**src/rtl/xtx_pkg.sv**
```systemverilog
package xtx_pkg;

  localparam int unsigned WORD_BYTES = 8;
  localparam int unsigned BEAT_LANES = 4;
  localparam int unsigned WORD_W     = 8 * WORD_BYTES;

  localparam logic [7:0] CH_IDLE  = 8'h07;
  localparam logic [7:0] CH_START = 8'hFB;
  localparam logic [7:0] CH_TERM  = 8'hFD;
  localparam logic [7:0] CH_FILL  = 8'hFF;

  typedef struct packed {
    logic [WORD_W-1:0]     d;
    logic [WORD_BYTES-1:0] c;
  } lword_t;

  typedef enum logic [1:0] {SEL_IDLE, SEL_HDR, SEL_TRL, SEL_DATA} wsel_t;

  typedef enum logic [2:0] {ST_SYNC, ST_OPEN, ST_BODY, ST_TAIL, ST_GAP} fstate_t;

  function automatic lword_t idle_word();
    lword_t w;
    for (int b = 0; b < int'(WORD_BYTES); b++) w.d[8*b +: 8] = CH_IDLE;
    w.c = '1;
    return w;
  endfunction

  // first beat idle, second beat start in lane 0 with filler data above it
  function automatic lword_t hdr_word();
    lword_t w;
    w.d = {{BEAT_LANES{CH_IDLE}}, {(BEAT_LANES-1){CH_FILL}}, CH_START};
    w.c = {{BEAT_LANES{1'b1}}, {(BEAT_LANES-1){1'b0}}, 1'b1};
    return w;
  endfunction

  // terminate in lane 0 of the first beat, idle elsewhere
  function automatic lword_t trl_word();
    lword_t w;
    w.d = {{(BEAT_LANES-1){CH_IDLE}}, CH_TERM, {BEAT_LANES{CH_IDLE}}};
    w.c = '1;
    return w;
  endfunction

  function automatic lword_t data_word(input logic [WORD_W-1:0] payload);
    lword_t w;
    w.d = payload;
    w.c = '0;
    return w;
  endfunction

  function automatic logic start_misplaced(input lword_t w);
    logic bad;
    bad = 1'b0;
    for (int b = 0; b < int'(WORD_BYTES); b++)
      if ((b % int'(BEAT_LANES)) != 0 && w.c[b] && w.d[8*b +: 8] == CH_START) bad = 1'b1;
    return bad;
  endfunction

endpackage

```
**src/rtl/xtx_span_counter.sv**
```systemverilog
module xtx_span_counter #(
  parameter int unsigned SPAN = 4
) (
  input  logic clk,
  input  logic rst_n,
  input  logic run,
  output logic last
);
  localparam int unsigned EFF = (SPAN < 1) ? 1 : SPAN;
  localparam int unsigned CW  = (EFF > 1) ? $clog2(EFF) : 1;
  localparam logic [CW-1:0] TOP = CW'(EFF - 1);

  logic [CW-1:0] cnt;

  always_ff @(posedge clk) begin
    if (!rst_n)   cnt <= '0;
    else if (run) cnt <= (cnt == TOP) ? '0 : cnt + 1'b1;
  end

  assign last = run && (cnt == TOP);
endmodule

```
**src/rtl/xtx_word_mux.sv**
```systemverilog
module xtx_word_mux
  import xtx_pkg::*;
(
  input  wsel_t              sel,
  input  logic [WORD_W-1:0]  payload,
  output lword_t             word
);
  always_comb begin
    case (sel)
      SEL_HDR:  word = hdr_word();
      SEL_TRL:  word = trl_word();
      SEL_DATA: word = data_word(payload);
      default:  word = idle_word();
    endcase
  end
endmodule

```
**src/rtl/xtx_frame_encap.sv**
```systemverilog
module xtx_frame_encap
  import xtx_pkg::*;
#(
  parameter int unsigned STARTUP_CYCLES = 156250,
  parameter int unsigned MIN_GAP_WORDS  = 2
) (
  input  logic        clk,
  input  logic        rst_n,
  input  logic [63:0] in_data,
  input  logic        in_valid,
  input  logic        in_last,
  output logic        in_ready,
  output logic [63:0] tx_data,
  output logic [7:0]  tx_ctrl
);
  fstate_t state, state_nx;
  wsel_t   sel;
  lword_t  word_nx, out_q;
  logic    sync_last, gap_last;

  // named events for the checker
  logic sync_busy, gap_busy, ev_open, ev_beat, ev_close, ev_stall;
  assign sync_busy = (state == ST_SYNC);
  assign gap_busy  = (state == ST_GAP);
  assign ev_open   = (state == ST_OPEN) && in_valid;
  assign ev_beat   = (state == ST_BODY) && in_valid;
  assign ev_close  = ev_beat && in_last;
  assign ev_stall  = (state == ST_BODY) && !in_valid;

  xtx_span_counter #(.SPAN(STARTUP_CYCLES)) sync_cnt_i (
    .clk(clk), .rst_n(rst_n), .run(sync_busy), .last(sync_last)
  );

  generate
    if (MIN_GAP_WORDS > 0) begin : g_gap
      xtx_span_counter #(.SPAN(MIN_GAP_WORDS)) gap_cnt_i (
        .clk(clk), .rst_n(rst_n), .run(gap_busy), .last(gap_last)
      );
    end else begin : g_nogap
      assign gap_last = gap_busy;
    end
  endgenerate

  always_comb begin
    state_nx = state;
    sel      = SEL_IDLE;
    case (state)
      ST_SYNC: if (sync_last) state_nx = ST_OPEN;
      ST_OPEN: if (in_valid) begin
        sel      = SEL_HDR;
        state_nx = ST_BODY;
      end
      ST_BODY: begin
        if (in_valid) sel = SEL_DATA;
        if (ev_close) state_nx = ST_TAIL;
      end
      ST_TAIL: begin
        sel      = SEL_TRL;
        state_nx = (MIN_GAP_WORDS > 0) ? ST_GAP : ST_OPEN;
      end
      ST_GAP:  if (gap_last) state_nx = ST_OPEN;
      default: state_nx = ST_SYNC;
    endcase
  end

  xtx_word_mux mux_i (.sel(sel), .payload(in_data), .word(word_nx));

  always_ff @(posedge clk) begin
    if (!rst_n) begin
      state <= ST_SYNC;
      out_q <= idle_word();
    end else begin
      state <= state_nx;
      out_q <= word_nx;
    end
  end

  assign in_ready = (state == ST_BODY);
  assign tx_data  = out_q.d;
  assign tx_ctrl  = out_q.c;
endmodule

```
**config.mk**
```make
export PLATFORM = sky130hd
export DESIGN_NAME = xtx_frame_encap
export DESIGN_NICKNAME = d
export VERILOG_FILES = /design/src/rtl/xtx_pkg.sv /design/src/rtl/xtx_span_counter.sv /design/src/rtl/xtx_word_mux.sv /design/src/rtl/xtx_frame_encap.sv
export SDC_FILE = /design/constraint.sdc
export NUM_CORES = 1
export LEC_CHECK = 0
export ABC_AREA = 1
export BUFFER_PORTS_ARGS = -buffer_cell sky130_fd_sc_hd__buf_2
export CAP_MARGIN = 15
export CORE_ASPECT_RATIO = 1.75
export CORE_MARGIN = 8
export CORE_UTILIZATION = 51
export CTS_CLUSTER_SIZE = 28
export DETAILED_ROUTE_END_ITERATION = 6
export PLACE_DENSITY = 0.85
export SETUP_SLACK_MARGIN = 0.4
export SLEW_MARGIN = 20
export SYNTH_ARGS = -nofsm -noshare
export SYNTH_HDL_FRONTEND = slang
export SYNTH_SLANG_ARGS = --single-unit
```
**constraint.sdc**
```tcl
create_clock -name clk -period 3.53 [get_ports clk]
set_clock_uncertainty 0.15 [all_clocks]
set_input_delay 0.706 -clock clk [delete_from_list [all_inputs] [get_ports clk]]
set_output_delay 0.706 -clock clk [all_outputs]
set_load 0.01 [all_outputs]
```
======== Word level (Yosys, flattened, before mapping) ========
Cells that the tools add are included.
cells by class
  add/sub/neg operators ................... 2
  equal/unequal tests ..................... 12
  mux-type cells .......................... 11
  reduce and logical (&&, ||, !) cells .... 6
operators by type and width
  operator                                                                 count
  72-bit one-hot mux with 3 select lines                                   1
  18-bit by 1-bit adder with 18-bit output, second input constant          1
  18-bit equality test, second input constant                              1
  18-bit 2-to-1 mux                                                        1
  3-bit one-hot mux with 5 select lines                                    1
  3-bit 2-to-1 mux                                                         4
  3-bit by 2-bit equality test with 1-bit output, second input constant    2
  2-bit inequality test, second input constant                             3
  2-bit one-hot mux with 3 select lines                                    1
  2-bit equality test, second input constant                               2
  1-bit logical AND                                                        4
  4-bit AND reduction                                                      1
  3-bit by 1-bit equality test with 1-bit output, second input constant    1
  3-bit equality test, second input constant                               1
  3-bit logical NOT                                                        1
  2-bit by 1-bit equality test with 1-bit output, second input constant    1
  1-bit 2-to-1 mux                                                         2
  2-bit 2-to-1 mux                                                         1
  2-bit by 1-bit inequality test with 1-bit output, second input constant  1
  1-bit adder, second input constant                                       1
word-level totals
  flip-flop bits (word level) ............. 94
  bits of input ports ..................... 68
  output and inout bits ................... 73
  word-level logic and storage cells ...... 36

======== Longest topological paths before layout ========
  depth in word-level cells ............... 5
  gate-level depth with buffers ........... 10
  depth with buffers taken out ............ 10

======== Cells and area by module ========
A second synthesis with hierarchy kept.
second synthesis, totals
  cell total of the unflattened synthesis .. 552
  area, all modules ....................... 4,076.4 um^2
modules (own cells, without submodules)
  module                               times used  cells an instance  area an instance (um^2)  sequential area each (um^2)
  xtx_frame_encap                      1           232                2,202.1                  1,501.4
  xtx_span_counter at sync_cnt_i       1           163                1,129.8                  360.3
  xtx_word_mux                         1           151                703.2                    0.0
  xtx_span_counter at g_gap.gap_cnt_i  1           6                  41.3                     20.0

======== Worst setup path after synthesis ========
Ideal clock, no wire load.
  path kind ............................... input to register
  start point ............................. input in_valid
  end point ............................... register out_q, in the netlist tx_data[0]
  library setup time ...................... 0.129 ns
  arrival ................................. 1.364 ns
  data required time ...................... 3.251 ns
  setup slack ............................. 1.887 ns
  cell stages on the path ................. 5
  path buffers ............................ 2
  cell sequence ........................... inv_1 -> nor2_4 -> buf_2 -> buf_2 -> nand3b_1
on the way
  longest elaborated chain between the ends .. 4
  elaborated cells on any way between the ends .. 7
  classes of those cells .................. eq/ne: 3; mux: 4
ends and longest elaborated chain
  element                                                                                       RTL line                                      source
  start: declaration                                                                            xtx_frame_encap.sv:10                         input logic in_valid,
  2-bit 2-to-1 mux / 1-bit 2-to-1 mux (equally long branches)                                   xtx_frame_encap.sv:54, xtx_frame_encap.sv:49
  2-bit one-hot mux with 3 select lines (*)                                                     xtx_frame_encap.sv:47                         case (state)
  2-bit equality test / 2-bit by 1-bit equality test with 1-bit output (equally long branches)  xtx_word_mux.sv:9                             case (sel)
  72-bit one-hot mux with 3 select lines (*)                                                    xtx_word_mux.sv:9
  end signal: assignment                                                                        xtx_frame_encap.sv:71                         out_q <= idle_word();
  end signal: assignment                                                                        xtx_frame_encap.sv:74                         out_q <= word_nx;
  end: declaration                                                                              xtx_frame_encap.sv:18                         lword_t word_nx, out_q;
Every way passes the cells marked *; elsewhere a longest branch is shown, timed or not.
A chain may end at the register's enable or synchronous reset.

======== Worst setup path after layout ========
  start point ............................. register state[2]
  end point ............................... register out_q, in the netlist tx_data[51]
on the way
  longest elaborated chain between the ends .. 4
  elaborated cells on any way between the ends .. 8
  classes of those cells .................. eq/ne: 6; mux: 2
ends and longest elaborated chain
  element                                                                                                                  RTL line               source
  start: declaration                                                                                                       xtx_frame_encap.sv:16  fstate_t state, state_nx;
  start signal: assignment                                                                                                 xtx_frame_encap.sv:73  state <= state_nx;
  3-bit by 2-bit equality test with 1-bit output / 3-bit by 1-bit equality test with 1-bit output (equally long branches)  xtx_frame_encap.sv:47
  2-bit one-hot mux with 3 select lines (*)                                                                                xtx_frame_encap.sv:47
  2-bit equality test / 2-bit by 1-bit equality test with 1-bit output (equally long branches)                             xtx_word_mux.sv:9
  72-bit one-hot mux with 3 select lines (*)                                                                               xtx_word_mux.sv:9
Marked as above.

==> out/results.ini <==
[final_layout]
fin_area_mm2=0.004174
nNetsFinal=588
synthToLayoutAreaGrowth_pct=27.28
fin_util_pct=67.01
drive_above_1_share_pct=33.72
diodes=0

[worst_setup_path]
cp-start-kind=flip-flop
cp_max_fo=37
cp-startpoint=state[2]$_SDFFE_PN0P_
cp.arrival_ns=2.25
r2r-end=tx_data[51]$_SDFF_PN0_
cp_data_required_time_ns=3.67
rr_startpoint=state[2]$_SDFFE_PN0P_
worstSetupEndpointType=flip-flop
ff2ff_setup_slack_ns=1.43
worstSetupPathType=flip-flop to flip-flop
r2r_cells=6

[power]
finalPower_uw=2482
peakVddDrop_mv=0.3374
p_per_area_mw_per_mm2=594.6
p_seq_share_pct=48.2
p_comb_share_pct=24.2
internal_power_uw=1704
p_clk_share_pct=27.6
cellLeakagePower_uw=0.002064
switching_share_pct=31.33
power_switching_uw=777.7

[synthesis]
ys_dominant_reg_cell=dfxtp_1
syn_avg_cell_area_um2=8.518
ys_async_sr_fraction_pct=0
post_synth_num_cell_types=38
synth.area.top_cells=dfxtp_1, nand2_1, nand3_1
synth_area_mm2=0.003279
synth_nets=455
ys_seq_area_share_pct=53.72
synth_top_area_share_pct=53.72
ys_ff_latch=88
synth_enable_flop_cells=0
yosysTopAreaCell=dfxtp_1
ys_warn_count=0
synthCells=385

[routing]
drt-initial-drc-count=144
drt-met1-wl_um=3041
met2_length_um=4626
drt-total-wl_um=8779
wl_per_cell_um=14.58
met3_length_um=751
dr.pass1.iters=4
drc_errors=0
ant_nets=0
vias_per_cell=4.910
top_layer=met4
vias=2956

[clock_network]
cts_hold_buf=0
clockBufferDepth=2
cts_sinks=88
cts_tree=yes
post-cts-setup-buffers=0
cts_resized=0
cts_buffers=9
cts.htree.levels=3
path_clk_slew_ns=0.08
cts_root_buf=clkbuf_8
worstSkewPairLatency_ns=0.36

[die]
dieHeight_um=122.1
start_util_pct=52.65
die_area_mm2=0.009353
io_pins=141
fp-row-count=38
core-area_mm2=0.006228
die_x_um=76.62

[hold_path]
hp-start=sync_cnt_i.cnt[15]$_SDFFE_PN0P_
holdPathStages=2
hold_class=flip-flop to flip-flop
hold-path-endpoint=sync_cnt_i.cnt[15]$_SDFFE_PN0P_

[flow_run]
cap_violations=0

[placement]
gp_congestion=0.9164
portBuffers=140
dp_hpwl_um=7045
post_dp_cell_area_mm2=0.003978

[timing]
slew_headroom_pct=64.88
tightestPinTransition_ns=0.5268
min_period_ns=2.103
max_freq_mhz=475.5
setup_viol=0
fin_hold_ws_ns=0.3166
drv_slew=0
period_share_pct=59.58
rsz0062_at_grt=false
hold_viol=0
setup_tns_ns=0

[grt]
grt_overflow=0
grt_first_pass_wirelength_um=13630
grt_max_degree=56
track_usage_pct=18.67
antenna_found_initial=0
grt_pass1_vias=2890

[status]
outcome=finished clean

==> per-stage QoR <==
step	cells	setup WS, ns
global placement	587	1.183
floorplan	385	1.887
CTS	602	1.404
global route	602	1.203
detailed placement	587	1.125
finish	602	1.427
==> cell families (layout without fill, tap and decap cells) <==
kind of cell	after synthesis	in the layout	share of synthesized area (%)
simple gates	209	209	31.93
flops	88	88	53.72
fa+ha+maj	2	2	0.7629
compound gates	16	16	3.205
buf+inv	63	200	8.508
xor+xnor	7	7	1.870
==> final cells by class <==
type / instances / area (um2)
multi-input cells: 234 / 1239
clock inverters: 4 / 55.05
clock buffers: 11 / 141.4
repair buffers: 142 / 715.7
inverters: 43 / 161.4
well taps: 80 / 100.1
flip-flops and latches: 88 / 1762
fillers: 512 / 2054
==> sequential cells by signal, indices dropped and copies added (netlist names) <==
signal / count
state: 3
sync_cnt_i.cnt: 18
tx_ctrl: 2
tx_data: 64
g_gap.gap_cnt_i.cnt: 1
==> synthesized netlist by cell type, types with 2 or more instances <==
cell	n
nor3b_1	2
nor3_1	2
nand2_1	73
nand4_1	2
nand3b_1	24
buf_4	6
inv_2	3
xor2_1	6
inv_1	39
o21ai_2	2
dfxtp_1	88
buf_6	2
nor2_1	50
clkbuf_1	7
nand2_2	2
nand2_4	2
ha_1	2
nor2_2	2
nor2_4	3
nand3_1	40
o21ai_0	3
buf_2	4
a21oi_1	6
==> how the worst max path moves through the flow <==
| stage | end | slack (ns) |
|---|---|---|
| after detailed placement | tx_data[51]$_SDFF_PN0_ | 1.12 |
| final | tx_data[51]$_SDFF_PN0_ | 1.43 |
| after floorplan | tx_data[0]$_SDFF_PN1_ | 1.89 |
| after global placement | tx_ctrl[6]$_SDFF_PN1_ | 1.18 |
| after global routing | tx_data[62]$_SDFF_PN0_ | 1.20 |
| after CTS | tx_data[51]$_SDFF_PN0_ | 1.40 |
==> layout by cell type, fill, tap and decap left out, types with 2 or more instances in the layout <==
cell type  synthesis  routed
nand3_1           40      40
nand4_1            2       2
o21ai_2            2       2
buf_4              6       2
clkbuf_8           0      10
nor2_4             3       3
nor2_2             2       2
nor3b_1            2       2
clkinv_4           0       2
nor3_1             2       2
nand2_2            2       2
dfxtp_1           88      88
buf_2              4     140
o21ai_0            3       3
inv_2              3       3
nand2_4            2       2
ha_1               2       2
xor2_1             6       6
a21oi_1            6       6
nor2_1            50      50
nand3b_1          24      24
nand2_1           73      73
inv_1             39      39
==> worst max-delay path, stage by stage, from the launching register on <==
cell	delay [ns]
dfxtp_1	0.37
inv_2	0.13
nand3_4	0.12
nor2_4	0.29
buf_4	0.39
nand2_1	0.38
nor2_1	0.19
==> layer usage <==
metal / track usage [%] / vias to the layer above
li1: - / 1465
met1: 16.15 / 1322
met2: 33.93 / 139
met3: 8.481 / 30
met4: 12.23 / 0
met5: 0 / -
==> power groups by stage <==
| stage | clock (uW) | sequential [uW] | combinational (uW) |
|---|---|---|---|
| floorplan | 0 | 1280 | 312 |
| global placement | 0 | 1220 | 592 |
| detailed placement | 0 | 1220 | 608 |
| CTS | 699 | 1200 | 610 |
| global route | 737 | 1210 | 673 |
| finish | 685 | 1200 | 602 |
(Power assumes the default switching activity.)
